`src/rtl/rns_grp_pkg.sv`:
```
package rns_grp_pkg;

  // modulus just below the power of two
  function automatic int lo_mod(input int n);
    return (1 << n) - 1;
  endfunction

  // modulus just above the power of two
  function automatic int hi_mod(input int n);
    return (1 << n) + 1;
  endfunction

endpackage

```
`src/rtl/rns_sub_mlo.sv`:
```
// (min_i - sub_i) mod (2^N-1), with sub_i up to SW bits wide.
// A negative raw difference gets the modulus added back. With HAS_EXC the
// raw value -2^N, which needs twice the modulus, is caught by a 2:1 mux.
module rns_sub_mlo #(
  parameter int N       = 4,
  parameter int SW      = 4,
  parameter bit HAS_EXC = 1'b0
) (
  input  logic [N-1:0]  min_i,
  input  logic [SW-1:0] sub_i,
  output logic [N-1:0]  dif_o
);
  localparam int W = N + 2;
  localparam logic [N-1:0] OFS     = N'(rns_grp_pkg::lo_mod(N));
  localparam logic [W-1:0] EXC_RAW = {2'b11, {N{1'b0}}};
  localparam logic [N-1:0] EXC_OUT = {{(N-1){1'b1}}, 1'b0};

  logic [W-1:0] raw;
  logic [N-1:0] base;

  always_comb begin
    raw  = W'(min_i) - W'(sub_i);
    base = raw[N-1:0] + (raw[W-1] ? OFS : '0);
  end

  generate
    if (HAS_EXC) begin : g_exc
      logic unused_mid;
      assign unused_mid = raw[N];
      assign dif_o = (raw == EXC_RAW) ? EXC_OUT : base;
    end else begin : g_plain
      logic [1:0] unused_top;
      assign unused_top = raw[N+1:N];
      assign dif_o = base;
    end
  endgenerate

endmodule

```
`src/rtl/rns_sub_mhi.sv`:
```
// (min_i - sub_i) mod (2^N+1); the result spans 0..2^N, so it is N+1 bits.
module rns_sub_mhi #(
  parameter int N = 4
) (
  input  logic [N-1:0] min_i,
  input  logic [N:0]   sub_i,
  output logic [N:0]   dif_o
);
  localparam int W  = N + 2;
  localparam int RW = N + 1;
  localparam logic [N:0] OFS = RW'(rns_grp_pkg::hi_mod(N));

  logic [W-1:0] raw;

  always_comb begin
    raw   = W'(min_i) - W'(sub_i);
    dif_o = raw[N:0] + (raw[W-1] ? OFS : '0);
  end

endmodule

```
`src/rtl/rns_grp_merge.sv`:
```
// slice = a + t*(2^N+1) = t*2^N + (t + a). The low half is the N-bit part
// of t+a, and its carry bumps t to form the high half.
module rns_grp_merge #(
  parameter int N = 4
) (
  input  logic [N-1:0]   t_i,
  input  logic [N:0]     a_i,
  output logic [2*N-1:0] grp_o
);
  logic [N:0]   part;
  logic [N-1:0] upper;

  always_comb begin
    part  = {1'b0, t_i} + a_i;
    upper = t_i + N'(part[N]);
    grp_o = {upper, part[N-1:0]};
  end

endmodule

```
`src/rtl/rns_group_index.sv`:
```
module rns_group_index #(
  parameter int N       = 4,
  parameter bit OUT_REG = 1'b1
) (
  input  logic           clk,
  input  logic           rst,
  input  logic [N-1:0]   res_lo_i,
  input  logic [N-1:0]   res_pw_i,
  input  logic [N:0]     res_hi_i,
  output logic [2*N-1:0] group_o
);
  localparam int M1    = rns_grp_pkg::lo_mod(N);
  localparam int M3    = rns_grp_pkg::hi_mod(N);
  localparam int G_MAX = (1 << (2 * N)) - 2;

  logic [N-1:0]   dif_lo;     // slice mod 2^N-1
  logic [N:0]     dif_hi;     // slice mod 2^N+1
  logic [N-1:0]   dif_cross;  // (dif_lo - dif_hi) mod 2^N-1
  logic [N-1:0]   halved;     // dif_cross / 2 mod 2^N-1
  logic [2*N-1:0] grp_c;

  rns_sub_mlo #(.N(N), .SW(N), .HAS_EXC(1'b0)) u_dlo (
    .min_i(res_lo_i), .sub_i(res_pw_i), .dif_o(dif_lo)
  );

  rns_sub_mhi #(.N(N)) u_dhi (
    .min_i(res_pw_i), .sub_i(res_hi_i), .dif_o(dif_hi)
  );

  rns_sub_mlo #(.N(N), .SW(N+1), .HAS_EXC(1'b1)) u_dx (
    .min_i(dif_lo), .sub_i(dif_hi), .dif_o(dif_cross)
  );

  // a right rotation multiplies by the inverse of 2 modulo 2^N-1
  assign halved = {dif_cross[0], dif_cross[N-1:1]};

  rns_grp_merge #(.N(N)) u_mrg (
    .t_i(halved), .a_i(dif_hi), .grp_o(grp_c)
  );

  generate
    if (OUT_REG) begin : g_reg
      logic [2*N-1:0] group_q;
      always_ff @(posedge clk) begin
        if (rst) group_q <= '0;
        else     group_q <= grp_c;
      end
      assign group_o = group_q;
    end else begin : g_comb
      assign group_o = grp_c;
    end
  endgenerate


  lo_residue_chk: assert property (@(posedge clk) disable iff (rst)
    (int'(grp_c) % M1) == int'(dif_lo));


  hi_residue_chk: assert property (@(posedge clk) disable iff (rst)
    (int'(grp_c) % M3) == int'(dif_hi));


  slice_range_chk: assert property (@(posedge clk) disable iff (rst)
    int'(grp_c) <= G_MAX);


  cross_range_chk: assert property (@(posedge clk) disable iff (rst)
    int'(dif_cross) < M1);

endmodule

```
`config.mk`:
```
export PLATFORM = sky130hd
export DESIGN_NAME = rns_group_index
export DESIGN_NICKNAME = d
export VERILOG_FILES = /design/src/rtl/rns_grp_pkg.sv /design/src/rtl/rns_sub_mlo.sv /design/src/rtl/rns_sub_mhi.sv /design/src/rtl/rns_grp_merge.sv /design/src/rtl/rns_group_index.sv
export SDC_FILE = /design/constraint.sdc
export NUM_CORES = 1
export LEC_CHECK = 0
export CORE_ASPECT_RATIO = 0.7
export CORE_MARGIN = 5
export CORE_UTILIZATION = 45
export CTS_BUF_LIST = sky130_fd_sc_hd__clkbuf_16
export CTS_CLUSTER_DIAMETER = 120
export DETAILED_ROUTE_END_ITERATION = 10
export GPL_TIMING_DRIVEN = 0
export HOLD_SLACK_MARGIN = 0.1
export PLACE_DENSITY = 0.8
export SYNTH_ARGS = -nofsm -noshare
export SYNTH_HDL_FRONTEND = slang
export SYNTH_SLANG_ARGS = --single-unit
```
`constraint.sdc`:
```
create_clock -name clk -period 10.8 [get_ports clk]
set_clock_uncertainty 0.2 [all_clocks]
set_input_delay 3.24 -clock clk [delete_from_list [all_inputs] [get_ports clk]]
set_output_delay 3.24 -clock clk [all_outputs]
set_load 0.05 [all_outputs]
```
==> flow_summary.toml, run 1 <==
[timing]
tightest_slew_ns = 0.528
max_freq_ghz = 0.0978
hold_viol = 0
maxSlewViolCount = 0
fin_crit_sh_pct = 94.7
max_slew_margin_pct = 64.7
rsz0062_at_grt = "no"
min_period_ns = 10.23
setup_tns_ns = 0
setup_viol = 0

[job]
cap_violations = 0

[place]
io_buffers = 22
hpwl_mm = 2.61
gp_congestion = 0.907

[synth]
synth_area_leaders = "ha_1 21%, dfxtp_1 11%, fa_1 8.1%, inv_1 5.6%, xor2_1 4.7%"
synth_area_per_cell_um2 = 8.83
synth.top_cell.area_share_pct = 21.2
ys_types = 48
synth_edf_count = 0
async_flop_share_pct = 0
synth_top_area_cell = "ha_1"
synth_ff_type = "dfxtp_1"
ys_warn_count = 0
synth.cell_area_mm2 = 0.00148
synth_cells = 167
ys_seq_area_share_pct = 10.9
ys_seq_elements = 8
synthesis.nets = 213

[layout]
final_cell_mix = "25 x ha_1, 22 x inv_1, 22 x clkdlybuf4s50_1"
area_growth_pct = 24.1
final_common_cell = "ha_1"
drive_gt1_share_pct = 13.0
largest_reg_flops = 8
final_nets = 240
antenna_cells = 0

[critical_path]
path_depth = 32
slowest_stage = "clkdlybuf4s50_1"
endpoint = "group_o[6]"
cpPeakStageDelay_ns = 0.49
critPathMaxFanout = 10
critPathBufInv = 3
crit_family = "compound AO/OA/AOI/OAI gates"
worstPathRequired_ns = 10.71
cp_data_arrival_time_ns = 10.13
startpoint = "res_pw_i[0]"
cp-end-kind = "flip-flop"
critPathKind = "in2reg"
cp-start-kind = "input port"
cp_common_cell = "ha_1"

[floorplanning]
dieArea_mm2 = 0.00454
die_h_um = 57.9
rows = 17
core_mm2 = 0.00315
io_pins = 23
die_w_um = 78.4
start_util_pct = 46.9

[global_routing]
grt-ovfl-total = 0
grt_pass1_wl_mm = 5.33
grt_max_degree = 11
antenna_found_initial = 0
grt_pass1_vias = 1199
grt_usage_pct = 14.6

[outcome]
status = "finished clean"

[min_path]
hold_start = "rst"
hp-class = "in2reg"

[route]
drtIter0Drc = 66
wire_per_inst_um = 13.0
drtPass1Iterations = 4
drc = 0
vias_per_cell = 5.34
drtAntennaViolNets = 0
vias = 1229
routed_wl_mm = 3.00

[clock_tree]
htree_levels = 1
cts_setup_buffers = 0
clockBufferDepth = 2
clkSinkCount = 8
cts_buffers = 3
ctsHoldBuffers = 0
root_buffer = "clkbuf_16"
cts_tree = "yes"
cts_resized = 0
clkTransAtPathRegs_ns = 0.04
==> how the worst min path moves through the flow <==
stage	slack (ns)	to	cells after the start
finish	3.54	group_o[2]	2
global route	3.56	group_o[3]	2
CTS	3.54	group_o[2]	2
detailed placement	3.78	group_o[2]	2
global placement	3.77	group_o[2]	2
floorplan	3.11	group_o[0]	1
==> cell usage after synthesis, types with 2 or more instances <==
master	n
or2_1	2
ha_1	25
mux2i_1	3
nand3_1	2
o21a_1	5
o211ai_1	2
o2111ai_1	2
clkbuf_1	2
or2_2	3
nor2_2	3
inv_1	22
nor3_1	4
nor3_2	2
and3_1	2
xor2_1	8
buf_2	2
xnor2_1	6
o21ai_0	4
a2111oi_0	3
mux2_4	2
nor2b_1	6
a21o_1	6
dfxtp_1	8
fa_1	6
nor2_1	6
a21o_2	2
a21oi_1	8
==> stage by stage <==
step | std cells | utilization (%) | instance area, µm² | hold slack [ns] | worst slack, ns
2_1_floorplan | 167 | - | 1480 | 3.11 | 1.36
3_3_place_gp | 227 | 55.4 | 1740 | 3.77 | 0.272
3_5_place_dp | 227 | 55.4 | 1740 | 3.78 | 0.0279
4_1_cts | 230 | 57.8 | 1820 | 3.54 | 0.263
5_1_grt | 230 | 58.1 | 1830 | 3.56 | 0.0468
6_report | 230 | 58.1 | 1830 | 3.54 | 0.572
==> layer usage <==
layer,global-route usage (%),vias up,share of wire [%]
li1,-,653,-
met1,22.2,539,55
met2,21.2,34,39
met3,3.57,3,5.4
met4,1.50,0,0.40
met5,0,-,0
==> final cells by class <==
cell class | instances | area (µm²)
sequential | 8 | 160
buffer | 4 | 18.8
clock buffer | 3 | 75.1
inverter | 22 | 82.6
tap | 38 | 47.5
timing repair buffer | 22 | 220
multi-input combinational | 133 | 1230
fill | 279 | 1320
==> cell families (layout without fill, tap and decap cells) <==
kind of cell               after synthesis  in the layout  synth area share (%)
adders and majority gates               31             31                  29.3
buffers and inverters                   26             51                  6.79
xor gates and xnor gates                15             15                  9.42
AOI/OAI and AO/OA                       43             43                  23.6
DFF                                      8              8                  10.9
muxes                                    5              5                  4.07
and+or+nand+nor                         39             39                  15.9
Power of run 1 is left out: the tool's default activity adds up to more than one toggle a clock period on the data nets, which glitch-free logic cannot reach.
==> run 2, diff against run 1 <==
--- a/config.mk
+++ b/config.mk
@@ -11,9 +11,9 @@
 export CTS_BUF_LIST = sky130_fd_sc_hd__clkbuf_16
 export CTS_CLUSTER_DIAMETER = 120
 export DETAILED_ROUTE_END_ITERATION = 10
-export GPL_TIMING_DRIVEN = 0
 export HOLD_SLACK_MARGIN = 0.1
 export PLACE_DENSITY = 0.8
+export SKIP_CTS_REPAIR_TIMING = 1
 export SYNTH_ARGS = -nofsm -noshare
 export SYNTH_HDL_FRONTEND = slang
 export SYNTH_SLANG_ARGS = --single-unit
==> run 2 against run 1 <==
  * Count of clock-buffer cells in the layout did not move
  * Utilization fell by 0.60 points
  * Wire length grew 1.3%
  * Flip-flop and latch count unchanged
  * Cell area decreased by 1.0%
  * Via count grew 0.33%
  * Global-route usage is 0.23 points higher
  * Sequential share of layout area grew 0.091 points
  * Critical path depth decreased by 1
  * Cell count shrank 1.7%
==> flow_summary.toml, run 2 (synthesized netlist as in run 1, its figures left out) <==
[timing]
setup_tns_ns = 0
setup_slack_ns = 0.694
hold_viol = 0
hold-worst-slack_ns = 3.56
tightest_slew_ns = 0.498
min_period_ns = 10.11
rsz0062_at_grt = "no"
max_slew_margin_pct = 66.7
maxSlewViolCount = 0
setup_viol = 0
max_freq_ghz = 0.0990
fin_crit_sh_pct = 93.6

[floorplanning]
rows = 17
start_util_pct = 46.9
die_h_um = 57.9
core_mm2 = 0.00315
die_w_um = 78.4
io_pins = 23
dieArea_mm2 = 0.00454

[layout]
stdcell_count = 226
area_growth_pct = 22.8
antenna_cells = 0
multiInputGateArea_mm2 = 0.00123
fill_cells = 284
final_cell_mix = "25 x ha_1, 22 x inv_1, 22 x clkdlybuf4s50_1"
final_nets = 236
seq_area_um2 = 160
drive_gt1_share_pct = 11.7
final_common_cell = "ha_1"
largest_reg_flops = 8

[route]
drtPass1Iterations = 4
drc = 0
vias_per_cell = 5.46
routed_wl_mm = 3.04
wire_per_inst_um = 13.4
vias = 1233
drtIter0Drc = 87
drtAntennaViolNets = 0

[clock_tree]
cts_buffers = 3
clkTransAtPathRegs_ns = 0.03
root_buffer = "clkbuf_16"
cts_tree = "yes"
clockBufferDepth = 2
clkSinkCount = 8
htree_levels = 1

[outcome]
status = "finished clean"

[place]
placedCellCount = 223
hpwl_mm = 2.56
io_buffers = 22
dp_slack_ns = 0.238
gp_congestion = 0.815

[min_path]
holdPathEnd = "group_o[4]"
holdPathStages = 2
hold_start = "rst"
hp-class = "in2reg"

[global_routing]
grt_max_degree = 12
grt_pass1_wl_mm = 5.44
grt-ovfl-total = 0
grt_pass1_vias = 1159
grt_usage_pct = 14.8
antenna_found_initial = 0

[critical_path]
critPathMaxFanout = 11
cp-end-kind = "flip-flop"
worstPathRequired_ns = 10.70
cp-start-kind = "input port"
slowest_stage = "clkdlybuf4s50_1"
cp_common_cell = "ha_1"
critPathKind = "in2reg"
cp_data_arrival_time_ns = 10.01
cpPeakStageDelay_ns = 0.49

[job]
cap_violations = 0
[run 2: layout make-up]
type	instances	area share, %
clock buffers	3	4.14
inverters	22	4.56
multi-input cells	133	67.7
well taps	38	2.62
repair buffers	22	12.2
flip-flops and latches	8	8.84
[run 2: critical path: cells and delay by family]
family / cells / cell delay [ns]
simple gates: 6 / 1.10
buf+inv: 2 / 0.55
compound gates: 11 / 2.34
fa+ha+maj: 8 / 2.23
xor+xnor: 4 / 0.52
[run 2: stage by stage]
step,utilization (%),area [µm²]
CTS,57.2,1800
global placement,54.8,1730
global route,57.6,1810
detailed placement,54.8,1730
finish,57.6,1810
floorplan,-,1480
[run 2: worst max path at each step]
stage,from,end,slack [ns],cells after the start
6_report,res_pw_i[0],group_o[6],0.69,31
5_1_grt,res_hi_i[2],group_o[6],0.06,30
4_1_cts,res_pw_i[0],group_o[6],0.46,31
3_5_place_dp,res_pw_i[0],group_o[6],0.24,31
3_3_place_gp,res_pw_i[0],group_o[6],0.37,31
2_1_floorplan,res_lo_i[0],group_o[6],1.36,32
[run 2: layer usage]
| layer | up-vias | wire length [µm] | track usage [%] |
|---|---|---|---|
| li1 | 642 | - | - |
| met1 | 564 | 1620 | 23.2 |
| met2 | 27 | 1250 | 20.4 |
| met3 | 0 | 169 | 4.04 |
| met4 | 0 | 0 | 1.50 |
| met5 | - | 0 | 0 |
Power of run 2 is left out for the same reason.
==> run 3, diff against run 2 <==
--- a/config.mk
+++ b/config.mk
@@ -13,6 +13,7 @@
 export DETAILED_ROUTE_END_ITERATION = 10
 export HOLD_SLACK_MARGIN = 0.1
 export PLACE_DENSITY = 0.8
+export REMOVE_ABC_BUFFERS = 1
 export SKIP_CTS_REPAIR_TIMING = 1
 export SYNTH_ARGS = -nofsm -noshare
 export SYNTH_HDL_FRONTEND = slang
==> run 3 against run 2 <==
  * Global-route usage down 0.51 points
  * Utilization down 0.12 points
  * Non-clock buffer count up 1
  * Cell count up 0.44%
  * Wire length down 1.5%
  * Via count up 0.81%
  * First-iteration DRC count down 22%
  * Worst setup slack better by 0.033 ns
  * Highest routed layer unchanged
==> flow_summary.toml, run 3 (synthesized netlist as in run 1, its figures left out) <==
[critical_path]
slowest_stage = "clkdlybuf4s50_1"
cpPeakStageDelay_ns = 0.48
cp-start-kind = "input port"
cp_data_arrival_time_ns = 10.02
worstPathRequired_ns = 10.75
cp_common_cell = "ha_1"
cp-end-kind = "flip-flop"
critPathKind = "in2reg"
critPathBufInv = 2
critPathMaxFanout = 5
crit_family = "adder cells"

[clock_tree]
cts_tree = "yes"
clockBufferDepth = 2
root_buffer = "clkbuf_16"
cts_buffers = 3
clkTransAtPathRegs_ns = 0.04
htree_levels = 1
clkSinkCount = 8

[timing]
maxSlewViolCount = 0
max_freq_ghz = 0.0993
min_period_ns = 10.07
fin_crit_sh_pct = 93.3
tightest_slew_ns = 0.524
setup_tns_ns = 0
setup_viol = 0
rsz0062_at_grt = "no"
max_slew_margin_pct = 64.9
hold_viol = 0
hold-worst-slack_ns = 3.57

[place]
gp_congestion = 0.779
hpwl_mm = 2.46
io_buffers = 22

[global_routing]
grt_pass1_wl_mm = 5.24
antenna_found_initial = 0
grt_max_degree = 11
grt-ovfl-total = 0
grt_usage_pct = 14.3
grt_pass1_vias = 1158

[layout]
final_common_cell = "ha_1"
largest_reg_flops = 8
final_nets = 237
multiInputGateArea_mm2 = 0.00121
fill_cells = 276
seq_area_um2 = 160
drive_gt1_share_pct = 11.1
area_growth_pct = 22.6
final_cell_mix = "25 x ha_1, 22 x inv_1, 22 x clkdlybuf4s50_1"
antenna_cells = 0

[floorplanning]
rows = 17
die_w_um = 78.4
die_h_um = 57.9
start_util_pct = 46.9
core_mm2 = 0.00315
dieArea_mm2 = 0.00454
io_pins = 23

[route]
drtIter0Drc = 68
routed_wl_mm = 2.99
vias_per_cell = 5.48
vias = 1243
drtAntennaViolNets = 0
drtPass1Iterations = 4
drc = 0
wire_per_inst_um = 13.2

[job]
cap_violations = 0

[min_path]
hp-class = "in2reg"

[outcome]
status = "finished clean"
[run 3: cell types whose count changed in the layout (fill, tap and decap cells not counted), sizes merged]
| cell | previous run | this run |
|---|---|---|
| buf | 0 | 1 |
[run 3: per-layer routing]
metal  vias up  global-route usage (%)  part of all wire (%)
met5         -                       0                     0
met1       568                    21.0                    52
met2        30                    22.0                    43
met3         0                    2.80                   4.8
met4         0                    2.49                     0
li1        645                       -                     -
[run 3: path summary, 6_finish.rpt]
check | start | endpoint | slack, ns | cells past startpoint
hold / removal | rst | group_o[2] | 3.57 | 2
setup / recovery | res_pw_i[0] | group_o[6] | 0.73 | 31
[run 3: metrics by stage]
stage | instance area, µm² | util (%) | std cells | worst slack (ns)
final | 1810 | 57.4 | 227 | 0.728
after global routing | 1810 | 57.4 | 227 | 0.196
after CTS | 1810 | 57.4 | 227 | 0.732
after detailed placement | 1730 | 55.0 | 224 | 0.557
after global placement | 1730 | 55.0 | 224 | 0.661
after floorplan | 1460 | - | 163 | 1.46
[run 3: layout make-up]
class | instances | share of cell area (%)
Inverter | 22 | 4.57
Clock buffer | 3 | 4.15
Timing Repair Buffer | 23 | 12.6
Sequential cell | 8 | 8.86
Tap cell | 38 | 2.63
Multi-Input combinational cell | 133 | 67.2
Power of run 3 is left out for the same reason.
